### src/rtl/init_seq_pkg.sv
package init_seq_pkg;
    typedef enum logic [1:0] {
        ST_LOAD  = 2'd0,
        ST_TERM  = 2'd1,
        ST_WAIT  = 2'd2,
        ST_READY = 2'd3
    } seq_state_t;
endpackage

### src/rtl/rst_pin_filter.sv
module rst_pin_filter #(
    parameter int MIN_LOW = 4
) (
    input  logic clk,
    input  logic pwr_good,
    input  logic pin_n,
    output logic pin_hi,
    output logic restart
);
    localparam int LOW_W = $clog2(MIN_LOW + 1);

    logic             s1, s2;
    logic [LOW_W-1:0] lowcnt;

    // Counter starts saturated so a pin already low at power-up is not a new event.
    always_ff @(posedge clk or negedge pwr_good) begin
        if (!pwr_good) begin
            s1     <= 1'b0;
            s2     <= 1'b0;
            lowcnt <= LOW_W'(MIN_LOW);
        end else begin
            s1 <= pin_n;
            s2 <= s1;
            if (s2)
                lowcnt <= '0;
            else if (lowcnt != LOW_W'(MIN_LOW))
                lowcnt <= lowcnt + 1'b1;
        end
    end

    assign pin_hi  = s2;
    assign restart = !s2 && (lowcnt == LOW_W'(MIN_LOW - 1));

    assert_lowcnt_bounded_R5: assert property (@(posedge clk) disable iff (!pwr_good)
        lowcnt <= LOW_W'(MIN_LOW));
    assert_one_restart_per_low_R5: assert property (@(posedge clk) disable iff (!pwr_good)
        restart |=> !restart);
endmodule

### src/rtl/seq_fsm.sv
module seq_fsm
    import init_seq_pkg::*;
#(
    parameter int SEQ_CYCLES  = 16,
    parameter int TERM_CYCLES = 3
) (
    input  logic clk,
    input  logic pwr_good,
    input  logic restart,
    input  logic pin_hi,
    output logic out_en,
    output logic busy,
    output logic term_active
);
    localparam int CNT_W     = $clog2(SEQ_CYCLES + 1);
    localparam int LAST_LOAD = SEQ_CYCLES - TERM_CYCLES - 1;
    localparam int LAST_SEQ  = SEQ_CYCLES - 1;

    seq_state_t       state, nxt;
    logic [CNT_W-1:0] cnt, cnt_nxt;

    always_comb begin
        nxt     = state;
        cnt_nxt = cnt;
        unique case (state)
            ST_LOAD: begin
                cnt_nxt = cnt + 1'b1;
                if (cnt == CNT_W'(LAST_LOAD)) nxt = ST_TERM;
            end
            ST_TERM: begin
                if (cnt == CNT_W'(LAST_SEQ)) begin
                    cnt_nxt = '0;
                    nxt     = pin_hi ? ST_READY : ST_WAIT;
                end else begin
                    cnt_nxt = cnt + 1'b1;
                end
            end
            ST_WAIT:  if (pin_hi)  nxt = ST_READY;
            ST_READY: if (!pin_hi) nxt = ST_WAIT;
        endcase
        if (restart) begin
            nxt     = ST_LOAD;
            cnt_nxt = '0;
        end
    end

    always_ff @(posedge clk or negedge pwr_good) begin
        if (!pwr_good) begin
            state <= ST_LOAD;
            cnt   <= '0;
        end else begin
            state <= nxt;
            cnt   <= cnt_nxt;
        end
    end

    always_comb begin
        busy        = (state == ST_LOAD) || (state == ST_TERM);
        term_active = (state == ST_TERM);
        out_en      = (state == ST_READY) && pin_hi;
    end

    assert_restart_to_zero_R9: assert property (@(posedge clk) disable iff (!pwr_good)
        restart |=> (state == ST_LOAD) && (cnt == '0));
    assert_end_from_term_R2: assert property (@(posedge clk) disable iff (!pwr_good)
        $fell(busy) |-> $past(state) == ST_TERM);
    assert_cnt_in_range_R1: assert property (@(posedge clk) disable iff (!pwr_good)
        cnt <= CNT_W'(LAST_SEQ));
endmodule

### src/rtl/preload_rules.sv
module preload_rules #(
    parameter int NUM_FAST = 4,
    parameter int NUM_STD  = 4
) (
    input  logic [NUM_FAST-1:0] term_used,
    input  logic [NUM_FAST-1:0] term_is_set,
    input  logic [NUM_STD-1:0]  std_cfg,
    input  logic                term_window,
    output logic [NUM_FAST-1:0] fast_val,
    output logic [NUM_STD-1:0]  std_val,
    output logic [NUM_FAST-1:0] term_pulse
);
    for (genvar i = 0; i < NUM_FAST; i++) begin : g_fast
        always_comb begin
            fast_val[i]   = term_used[i] ? term_is_set[i] : 1'b1;
            term_pulse[i] = term_used[i] && term_window;
        end
    end

    for (genvar j = 0; j < NUM_STD; j++) begin : g_std
        assign std_val[j] = std_cfg[j];
    end
endmodule

### src/rtl/init_preload_seq.sv
module init_preload_seq #(
    parameter int NUM_FAST    = 4,
    parameter int NUM_STD     = 4,
    parameter int SEQ_CYCLES  = 16,
    parameter int TERM_CYCLES = 3,
    parameter int MIN_LOW     = 4
) (
    input  logic                clk,
    input  logic                pwr_good,
    input  logic                mrst_n,
    input  logic [NUM_FAST-1:0] fast_term_used,
    input  logic [NUM_FAST-1:0] fast_term_is_set,
    input  logic [NUM_STD-1:0]  std_preload_cfg,
    output logic                out_en,
    output logic                preload_strobe,
    output logic [NUM_FAST-1:0] fast_preload_val,
    output logic [NUM_STD-1:0]  std_preload_val,
    output logic [NUM_FAST-1:0] term_pulse
);
    logic pin_hi, restart, term_active;

    rst_pin_filter #(.MIN_LOW(MIN_LOW)) u_filter (
        .clk     (clk),
        .pwr_good(pwr_good),
        .pin_n   (mrst_n),
        .pin_hi  (pin_hi),
        .restart (restart)
    );

    seq_fsm #(.SEQ_CYCLES(SEQ_CYCLES), .TERM_CYCLES(TERM_CYCLES)) u_fsm (
        .clk        (clk),
        .pwr_good   (pwr_good),
        .restart    (restart),
        .pin_hi     (pin_hi),
        .out_en     (out_en),
        .busy       (preload_strobe),
        .term_active(term_active)
    );

    preload_rules #(.NUM_FAST(NUM_FAST), .NUM_STD(NUM_STD)) u_rules (
        .term_used  (fast_term_used),
        .term_is_set(fast_term_is_set),
        .std_cfg    (std_preload_cfg),
        .term_window(term_active),
        .fast_val   (fast_preload_val),
        .std_val    (std_preload_val),
        .term_pulse (term_pulse)
    );

    assert_no_enable_while_loading_R11: assert property (@(posedge clk) disable iff (!pwr_good)
        !(out_en && preload_strobe));
    assert_term_inside_sequence_R2: assert property (@(posedge clk) disable iff (!pwr_good)
        (term_pulse != '0) |-> preload_strobe);
    assert_term_only_if_used_R2: assert property (@(posedge clk) disable iff (!pwr_good)
        (term_pulse & ~fast_term_used) == '0);
endmodule

### config.mk
export PLATFORM = sky130hd
export DESIGN_NAME = init_preload_seq
export DESIGN_NICKNAME = d
export VERILOG_FILES = /design/src/rtl/init_seq_pkg.sv /design/src/rtl/rst_pin_filter.sv /design/src/rtl/seq_fsm.sv /design/src/rtl/preload_rules.sv /design/src/rtl/init_preload_seq.sv
export SDC_FILE = /design/constraint.sdc
export NUM_CORES = 1
export LEC_CHECK = 0
export BUFFER_PORTS_ARGS = -buffer_cell sky130_fd_sc_hd__buf_4
export CORE_ASPECT_RATIO = 1.1
export CORE_MARGIN = 4
export CORE_UTILIZATION = 40
export CTS_CLUSTER_DIAMETER = 100
export DETAILED_ROUTE_END_ITERATION = 10
export PLACE_DENSITY_LB_ADDON = 0.05
export SLEW_MARGIN = 20
export SYNTH_ARGS = -nofsm -noshare
export SYNTH_HDL_FRONTEND = slang
export SYNTH_HIERARCHICAL = 1
export SYNTH_SLANG_ARGS = --single-unit
### constraint.sdc
create_clock -name clk -period 2.1 [get_ports clk]
set_input_delay 0.315 -clock clk [delete_from_list [all_inputs] [get_ports clk]]
set_output_delay 0.315 -clock clk [all_outputs]
set_load 0.02 [all_outputs]
==> results of run 1 <==
[flip-flops by register name, indices dropped and copies added (netlist names)]
signal	flops
u_filter/lowcnt	3
u_fsm/state	2
u_fsm/cnt	5
u_filter/s1	1
u_filter/pin_hi	1
[synthesized netlist by cell type, types with 2 or more instances]
cell       n
buf_4      4
nand3_1    3
or3_1      2
and2b_2    2
and2_1     4
dfrtp_1   11
nor2_1     2
ha_1       5
nand2b_1   4
a21oi_1    4
nand2_1    6
inv_1      7
nor2b_1    2
[worst paths after layout]
check | startpoint | endpoint | slack, ns | cells past startpoint
worst max-delay path | u_fsm/state[1] | term_pulse[0] | 0.47 | 3
worst min-delay path | mrst_n | u_filter/s1 | 0.14 | 1
worst max register to register | u_filter/lowcnt[0] | u_fsm/cnt[1] | 0.79 | 4
worst min register to register | u_filter/s1 | u_filter/pin_hi | 0.36 | 0
max in group asynchronous | pwr_good | u_filter/lowcnt[2] | 1.47 | 2
min in group asynchronous | pwr_good | u_fsm/cnt[4] | 0.41 | 2
[cells by family (layout without fill, tap and decap cells)]
| group | Yosys count | count (layout) | share of synthesized area, % |
|---|---|---|---|
| AND/OR/NAND/NOR | 31 | 31 | 26.7 |
| flip-flops | 12 | 12 | 42.3 |
| buffers and inverters | 12 | 32 | 9.47 |
| AO/OA/AOI/OAI | 11 | 11 | 10.2 |
| adder cells (fa/ha/maj) | 5 | 5 | 8.77 |
| XOR/XNOR | 1 | 1 | 1.23 |
| multiplexers | 1 | 1 | 1.40 |
[area by class of cell]
class                           count  area share (%)
Clock buffer                        4            4.08
Tap cell                           17            2.39
Timing Repair Buffer               21            18.0
Inverter                            7            2.95
Sequential cell                    12            33.9
Multi-Input combinational cell     49            38.7
[stage by stage]
stage	power [mW]	instances	setup WS (ns)	hold WS, ns	utilization (%)
2_1_floorplan	0.810	73	0.873	0.0194	-
3_3_place_gp	0.931	105	0.766	0.163	51.6
3_5_place_dp	0.947	105	0.759	0.164	51.6
4_1_cts	1.14	110	0.456	0.137	54.5
5_1_grt	1.23	110	0.389	0.128	54.5
6_report	1.12	110	0.466	0.143	54.5
[per-layer routing]
layer  vias to the layer above  routed length [microns]  GRT usage [%]  share of wire, %
li1                        277                        -              -                 -
met1                       254                      591           14.9                44
met2                        15                      665           20.7                49
met3                         4                       80           3.09               5.9
met4                         0                       19           6.28               1.4
met5                         -                        0              0                 0
[cell usage in the layout, fill, tap and decap left out]
master	instances
dfstp_2	1
dlygate4sd3_1	1
nor2_1	2
nor2b_1	2
a21o_1	1
xnor2_1	1
clkbuf_4	3
nand4b_1	1
and3_2	1
ha_1	5
a21oi_2	1
clkbuf_8	1
and2_1	4
a211oi_1	1
nand2b_1	4
a21bo_1	1
buf_4	20
mux2i_1	1
or3_1	2
and2b_2	2
and4b_1	1
a21oi_1	4
nand3_1	3
nand3b_1	1
nor3_1	1
nand2_1	6
dfrtp_1	11
o21ai_0	1
nand2b_4	1
o211ai_1	1
a31oi_1	1
inv_1	7
[timing repair]
action | in CTS | in global routing
hold buffers | 1 | 0
endpoints found under the hold margin | 11 | 0
gates resized for setup | 0 | 0
[power groups by stage]
| stage | clock [mW] | sequential, mW | combinational (mW) |
|---|---|---|---|
| finish | 0.188 | 0.432 | 0.506 |
| global route | 0.204 | 0.449 | 0.572 |
| CTS | 0.191 | 0.433 | 0.514 |
| detailed placement | 0 | 0.436 | 0.511 |
| global placement | 0 | 0.436 | 0.495 |
| floorplan | 0 | 0.398 | 0.412 |
==> results.md, run 1 <==
- Largest net degree at the start of global routing: 13
- Root buffer cell: clkbuf_4
- CTS Buf Count: 3
- Leakage: 0.445 nW
- Final design area excluding fillers: between 800 and 900 sq um
- Post-Syn Area: ~710 sq um
- CP startpoint kind: flop
- Slew HR: between 60% and 70%
- Yosys top cell by area: dfrtp_1
- CTS H-Tree Depth: 1
- Worst skew pair latency: 0.27 ns
- Outcome: complete, no violations
- Post-Syn Nets: 93
- Crit path kind: reg2out
- Share of flip-flops with an asynchronous set or reset: 100%
- Register area: ~300 sq um
- Antenna violations before repair: 0
- Yosys Warn Count: 6
- Drt wl/cell: 12.3 microns
- Largest cells by area after synthesis: dfrtp_1 39%, ha_1 8.8%, buf_4 4.2%, dfstp_2 3.7%, inv_1 3.7%
- Post-DP Area: 843 sq um
- Critical path's top delay family: flip-flops
- Fin. max-slew vios: 0
- VDD IR max: roughly 0.57 mV
- Core Box Area: roughly 0.0016 sq mm
- Final HPWL DP: roughly 1100 microns
- Vias in the first global route: 550
- # diodes: 0
- Combinational share of power: 44.9%
- Clk_skew: 0.00102 ns
- Global-route wire length before repair: approximately 2300 microns
- Avg Synthesized Cell Area: about 10 sq um
- CTS clock-pin slew for the worst setup and hold paths: 0.08 ns
- Vias: 550
- Multi-input gate area: 344 sq um
- Synth top area share: between 30 and 40%
- Final hold vios: 0
- Max incr delay on CP: approximately 0.48 ns
- Number of synthesized flops with an enable pin: 0
- Die W: 48.3 microns
- Tmin final: 1.63 ns
- Flop pwr share: between 30% and 40%
- Netlist cell types: 30
- Fillers: between 150 and 200
- Net Sw Frac: between 30% and 40%
- Number of routed nets with antenna violations: 0
- Vias/cell: around 5.0
- Cell count after synthesis: 73
- Initial Utilization: 43.7%
- IO Pins: 29
- Seq cells post-synth: 12
- Top_reg_cell synth: dfrtp_1
- Area grow syn2layout: 24.7%
- Max Fclk: about 610 MHz
- Sequential share of the synthesized area: a little over two fifths
- Worst-path cell chain: and2b_2 -> and2_1 -> buf_4
- Hold WC Path Type: in2reg
- Fin crit share: between 70 and 80%
- DRC viols: 0
- Power per Cell Area: roughly 1300 mW/mm^2
- Layout net count: around 110
- Worst Path Arrival: ~1.3 ns
- Setup violators final: 0
- TritonCTS clock tree: yes
- Total routed wirelength: between 1000 and 1500 microns
- Initial DRC count: 4
- Row count: 15
- Die Y: between 50 and 60 microns
- Critical path required time: about 1.8 ns
- Worst Path Max Fanout: 9
- Buf/Inv on CP: 1
- Routability cong.: 0.700
- Ratio of cells with drive above 1 in the final layout: approximately 32%
- Port Buf Inserts: 20
- Clk network pwr share: between 10% and 20%
- Crit path max-delay cell type: dfrtp_1
- Overflow after GRT: 0
- Number of iterations in the first detailed-routing pass: 2
- CTS max path bufs: 2
- CP Capture Type: output port
- CTS sink cnt: 12
- RSZ-0062 raised after global routing: false
- Die area: about 0.0025 sq mm
- Setup Fix Bufs, Post-CTS: 0
- Slew @ Worst Pin: around 0.47 ns
- Switching pwr: 436 uW
- P_int: ~690 uW
- Max-Cap Viols: 0
- Setup TNS Final: 0 ns
- Total global-route track usage: about an eighth
Note: power is estimated with default switching activity, not from simulation.
==> run 2, diff against run 1 <==
==> constraint.sdc (replaced) <==
create_clock -name clk -period 1.34 [get_ports clk]
set_input_delay 0.201 -clock clk [delete_from_list [all_inputs] [get_ports clk]]
set_output_delay 0.201 -clock clk [all_outputs]
set_load 0.02 [all_outputs]
==> results.md, run 2 (same netlist as run 1, synthesis figures left out) <==
- CTS max path bufs: 2 (unchanged)
- Final hold vios: 0 (unchanged)
- CTS H-Tree Depth: 1 (unchanged)
- RSZ-0062 raised after global routing: true
- Area grow syn2layout: 37.0%
- Most frequent cells in the layout: 20 x buf_4, 10 x dfrtp_1, 7 x inv_1, 6 x buf_6, 6 x nand2_1
- Crit path kind: reg2out
- P_int: 1.24 mW (+80%)
- Row count: 15 (unchanged)
- Total global-route track usage: 13.6% (+0.85 points)
- Hold Crit Start: mrst_n
- Die Y: 52.3 microns (unchanged)
- IO Pins: 29 (unchanged)
- Layout net count: 120 (+5.3%)
- Port Buf Inserts: 20 (unchanged)
- Flop pwr share: 32.5% (-5.9 points)
- Number of iterations in the first detailed-routing pass: 2 (unchanged)
- Power per Cell Area: 2000 mW/mm^2 (+58%)
- Outcome: finished with violations
- Clk_skew: 0.00438 ns (+0.00336 ns)
- Drt wl/cell: 12.4 microns (+0.35%)
- Max Fclk: ~730 MHz
- Global-route wire length before repair: 2370 microns (+3.6%)
- TritonCTS clock tree: yes
- Hold WC Path Type: in2reg
- Most common cell after layout, fill and taps aside: buf_4
- RR Startpoint: u_fsm/cnt[0]
- Worst Path Max Fanout: 4 (-5)
- Root buffer cell: clkbuf_4
- Vias: 577 (+4.9%)
- Util after Layout: 59.8% (+5.4 points)
- Vias in the first global route: 537 (-2.4%)
- CP startpoint kind: flop
- Initial DRC count: 2 (-2)
- Final Worst Setup Slack: -0.0290 ns (-0.495 ns)
- Tmin final: 1.37 ns
- Total routed wirelength: 1440 microns (+5.8%)
- Largest register FFs: 5 (unchanged)
- Final design area excluding fillers: 977 sq um (+9.8%)
- Worst Path Arrival: 1.17 ns (-0.15 ns)
- Post-DP Area: 866 sq um (+2.7%)
- Die area: 0.00252 sq mm (unchanged)
- Fin. max-slew vios: 0 (unchanged)
- Vias/cell: 4.97 (-0.52%)
- CTS clock-pin slew for the worst setup and hold paths: 0.07 ns (about the same)
- Clk network pwr share: 13.9% (-2.8 points)
- Die W: 48.3 microns (unchanged)
- Critical path origin: u_fsm/state[1]
- Overflow after GRT: 0 (unchanged)
- Largest Register: u_fsm/cnt
- Fin crit share: 102%
- # diodes: 0 (unchanged)
- Fin Hold WS: 0.0443 ns (-0.0990 ns)
- Worst skew pair latency: 0.26 ns (about the same)
- Core Box Area: 0.00163 sq mm (unchanged)
- CP Capture Type: output port
- Ratio of cells with drive above 1 in the final layout: 42.4% (+10 points)
- Critical path required time: 1.14 ns (-0.64 ns)
- Number of routed nets with antenna violations: 0 (unchanged)
- Routability cong.: 0.714 (+2.0%)
- Final HPWL DP: 1130 microns (+6.1%)
- Max-Cap Viols: 0 (unchanged)
- Leakage: 0.487 nW (+9.4%)
- Combinational share of power: 53.6% (+8.7 points)
- CTS sink cnt: 12 (unchanged)
- Biggest regs: u_fsm/cnt x5, u_filter/lowcnt x3, u_fsm/state x2
- VDD IR max: 1.01 mV (+77%)
- Initial Utilization: 43.7% (unchanged)
- Slew HR: 84.5% (+16 points)
- Largest net degree at the start of global routing: 13 (unchanged)
- Switching pwr: 720 uW (+65%)
- Setup violators final: 4 (+4)
- DRC viols: 0 (unchanged)
- Antenna violations before repair: 0 (unchanged)
- Slew @ Worst Pin: 0.233 ns (-0.233 ns)
- CTS Buf Count: 3 (unchanged)
- Failing checks: negative setup slack
- Net Sw Frac: 36.8% (-2.0 points)
run 2: worst paths after layout:
path,depth (start not counted),end,slack (ns)
hold reg to reg,0,u_filter/pin_hi,0.35
setup reg to reg,5,u_fsm/state[0],0.09
hold / removal,1,u_filter/s1,0.04
max in group asynchronous,2,u_filter/lowcnt[2],0.80
min in group asynchronous,2,u_fsm/state[0],0.31
setup / recovery,3,term_pulse[2],-0.03
run 2: final cells by class:
type | count | area, sq um
Clock buffer | 4 | 36.3
Inverter | 7 | 26.3
Sequential cell | 12 | 303
Tap cell | 17 | 21.3
Multi-Input combinational cell | 49 | 363
Timing Repair Buffer | 27 | 228
Fill cell | 146 | 656
run 2: critical path, cell delays in order, from the launching register on:
cell and delay [ns]:
dfrtp_2 0.41, and2b_2 0.25, and2_4 0.15, buf_6 0.11
run 2: power groups by stage:
stage	combinational, mW	clock [mW]	sequential (mW)
2_1_floorplan	0.646	0	0.624
3_3_place_gp	0.836	0	0.679
3_5_place_dp	0.834	0	0.678
4_1_cts	0.999	0.287	0.634
5_1_grt	1.17	0.309	0.658
6_report	1.05	0.273	0.636
run 2: metal layers:
layer  GRT usage, %  wire, microns  vias up  share of wire [%]
met2           20.4            678       15                 47
met1           17.2            656      269                 46
met3           5.15             93        2                6.5
met4           4.93              6        0               0.42
met5              0              0        -                  0
li1               -              -      291                  -
run 2: repair_timing:
action                                 in CTS  in global routing
hold buffers                                1                  0
endpoints found under the hold margin      12                  0
buffers inserted                            3                  0
pin swaps                                   0                  1
resized for setup                           7                  7
setup endpoints to repair                   5                  7
run 2: stage by stage:
stage / power (mW) / setup TNS (ns) / instances / setup WS (ns)
floorplan: 1.27 / 0 / 73 / 0.160
global placement: 1.52 / 0 / 108 / 0.0595
detailed placement: 1.51 / 0 / 108 / 0.0672
CTS: 1.92 / -0.0882 / 116 / -0.0268
global route: 2.13 / -0.328 / 116 / -0.0877
finish: 1.96 / -0.0990 / 116 / -0.0290
==> run 3, diff against run 2 <==
--- a/config.mk
+++ b/config.mk
@@ -12,6 +12,7 @@
 export CTS_CLUSTER_DIAMETER = 100
 export DETAILED_ROUTE_END_ITERATION = 10
 export PLACE_DENSITY_LB_ADDON = 0.05
+export REMOVE_ABC_BUFFERS = 1
 export SLEW_MARGIN = 20
 export SYNTH_ARGS = -nofsm -noshare
 export SYNTH_HDL_FRONTEND = slang
==> results.md, run 3 (same netlist as run 1, synthesis figures left out) <==
- Crit path max-delay cell type: dfrtp_2
- Critical path required time: 1.14 ns (about the same)
- Largest Register: u_fsm/cnt
- CTS clock-pin slew for the worst setup and hold paths: 0.07 ns (about the same)
- Fin. max-slew vios: 0 (unchanged)
- Final HPWL DP: 1050 microns (-7.2%)
- Slew HR: 83.9% (-0.59 points)
- Vias/cell: 5.36 (+7.8%)
- Initial Utilization: 43.7% (unchanged)
- Layout net count: 123 (+2.5%)
- Total global-route track usage: 13.7% (+0.14 points)
- Row count: 15 (unchanged)
- Overflow after GRT: 0 (unchanged)
- Setup violators final: 5 (+1)
- M1 WL: 648 microns (-1.2%)
- Util after Layout: 60.2% (+0.38 points)
- Biggest regs: u_fsm/cnt x5, u_filter/lowcnt x3, u_fsm/state x2
- Worst skew pair latency: 0.26 ns (about the same)
- Largest register FFs: 5 (unchanged)
- IO Pins: 29 (unchanged)
- Finished Layout Cells: 119 (+2.6%)
- CTS sink cnt: 12 (unchanged)
- Failing checks: negative setup slack
- # diodes: 0 (unchanged)
- Fin crit share: 101% (-1.1 points)
- Fillers: 154 (+5.5%)
- Most frequent cells in the layout: 25 x buf_4, 10 x dfrtp_1, 7 x inv_1, 6 x nand2_1, 5 x ha_1
- Core Box Area: 0.00163 sq mm (unchanged)
- Global-route wire length before repair: 2490 microns (+5.2%)
- Initial DRC count: 14 (+12)
- TritonCTS clock tree: yes
- Met2 WL post-DR: 818 microns (+21%)
- Final design area excluding fillers: 983 sq um (+0.64%)
- Most common cell after layout, fill and taps aside: buf_4
- VDD IR max: 0.901 mV (-11%)
- Worst-path cell chain: and2b_2 -> and2_4 -> buf_6
- RSZ-0062 raised after global routing: true
- Max Fclk: 738 MHz (+1.0%)
- Post-DP Area: 866 sq um (unchanged)
- CP startpoint kind: flop
- Power per Cell Area: 2010 mW/mm^2 (+0.53%)
- Port Buf Inserts: 20 (unchanged)
- Final hold vios: 0 (unchanged)
- Met3 wire length: 140 microns (+51%)
- Die area: 0.00252 sq mm (unchanged)
- Cells after DPL: 108 (unchanged)
- Vias: 638 (+11%)
- Total Power: 1.98 mW (+1.2%)
- Total routed wirelength: 1620 microns (+13%)
- CTS Buf Count: 3 (unchanged)
- Antenna violations before repair: 0 (unchanged)
- Routability cong.: 0.725 (+1.5%)
- Worst Path Max Fanout: 4 (unchanged)
- Crit path kind: reg2out
- Leakage: 0.495 nW (+1.7%)
- Max layer used: met4
- Final Worst Setup Slack: -0.0149 ns (+0.0141 ns)
- CTS H-Tree Depth: 1 (unchanged)
- Clk_skew: 0.00877 ns (+0.00439 ns)
- Number of iterations in the first detailed-routing pass: 4 (+2)
- Max incr delay on CP: 0.40 ns (about the same)
- Die W: 48.3 microns (unchanged)
- Area grow syn2layout: 37.9%
- Max-Cap Viols: 0 (unchanged)
- Depth of the most critical reg-to-reg path: 5 (unchanged)
- Vias in the first global route: 592 (+10%)
- Hold path depth: 1 (unchanged)
- Fin Hold WS: 0.0489 ns (+0.00463 ns)
- Outcome: finished with violations
- DRC viols: 0 (unchanged)
- Root buffer cell: clkbuf_4
- Tmin final: 1.35 ns (-0.0141 ns)
- Setup WS pre-CTS: 0.0722 ns (+0.00503 ns)
- Drt wl/cell: 13.6 microns (+10%)
- Number of routed nets with antenna violations: 0 (unchanged)
- Largest net degree at the start of global routing: 13 (unchanged)
- CP Capture Type: output port
- CTS max path bufs: 2 (unchanged)
- Setup TNS Final: -0.0607 ns (+0.0383 ns)
- Ratio of cells with drive above 1 in the final layout: 44.1% (+1.7 points)
- Hold WC Path Type: in2reg
- Die Y: 52.3 microns (unchanged)
- Slew @ Worst Pin: 0.240 ns (+0.00730 ns)
- Worst Path Arrival: 1.15 ns (-0.02 ns)
run 3: layout make-up:
class	instances	area (sq um)	share of cell area, %
tap	17	21.3	2.16
clock buffer	4	26.3	2.67
multi-input combinational	49	364	37.0
inverter	7	26.3	2.67
sequential	12	303	30.8
timing repair buffer	30	243	24.7
run 3: power by group:
part / internal [mW] / leakage (nW) / switching (mW)
clock network: 0.115 / 0.0150 / 0.106
registers: 0.508 / 0.140 / 0.128
logic: 0.597 / 0.340 / 0.528
run 3: metal layers:
layer  global-route usage [%]  vias to the layer above
li1                         -                      296
met1                     18.8                      310
met2                     21.3                       30
met3                     3.78                        2
met4                     2.69                        0
met5                        0                        -
run 3: path summary, 6_finish.rpt:
check	startpoint	to	slack, ns
min in group asynchronous	pwr_good	u_fsm/state[0]	0.32
max in group asynchronous	pwr_good	u_filter/lowcnt[2]	0.78
setup / recovery	u_fsm/state[1]	term_pulse[3]	-0.01
setup reg to reg	u_fsm/cnt[0]	u_fsm/state[0]	0.07
hold / removal	mrst_n	u_filter/s1	0.05
hold reg to reg	u_filter/s1	u_filter/pin_hi	0.35
run 3: critical path: cells and delay by family (launching register included):
kind	cells	cell delay [ns]
buffers and inverters	1	0.11
DFF	1	0.40
and+or+nand+nor	2	0.38
run 3: timing repair:
action                                  in CTS  in global routing
pin swaps                                    0                  2
hold buffers                                 1                  0
setup buffers                                4                  2
endpoints found under the setup margin       4                  8
gates resized for setup                      4                  8
endpoints found under the hold margin       12                  0
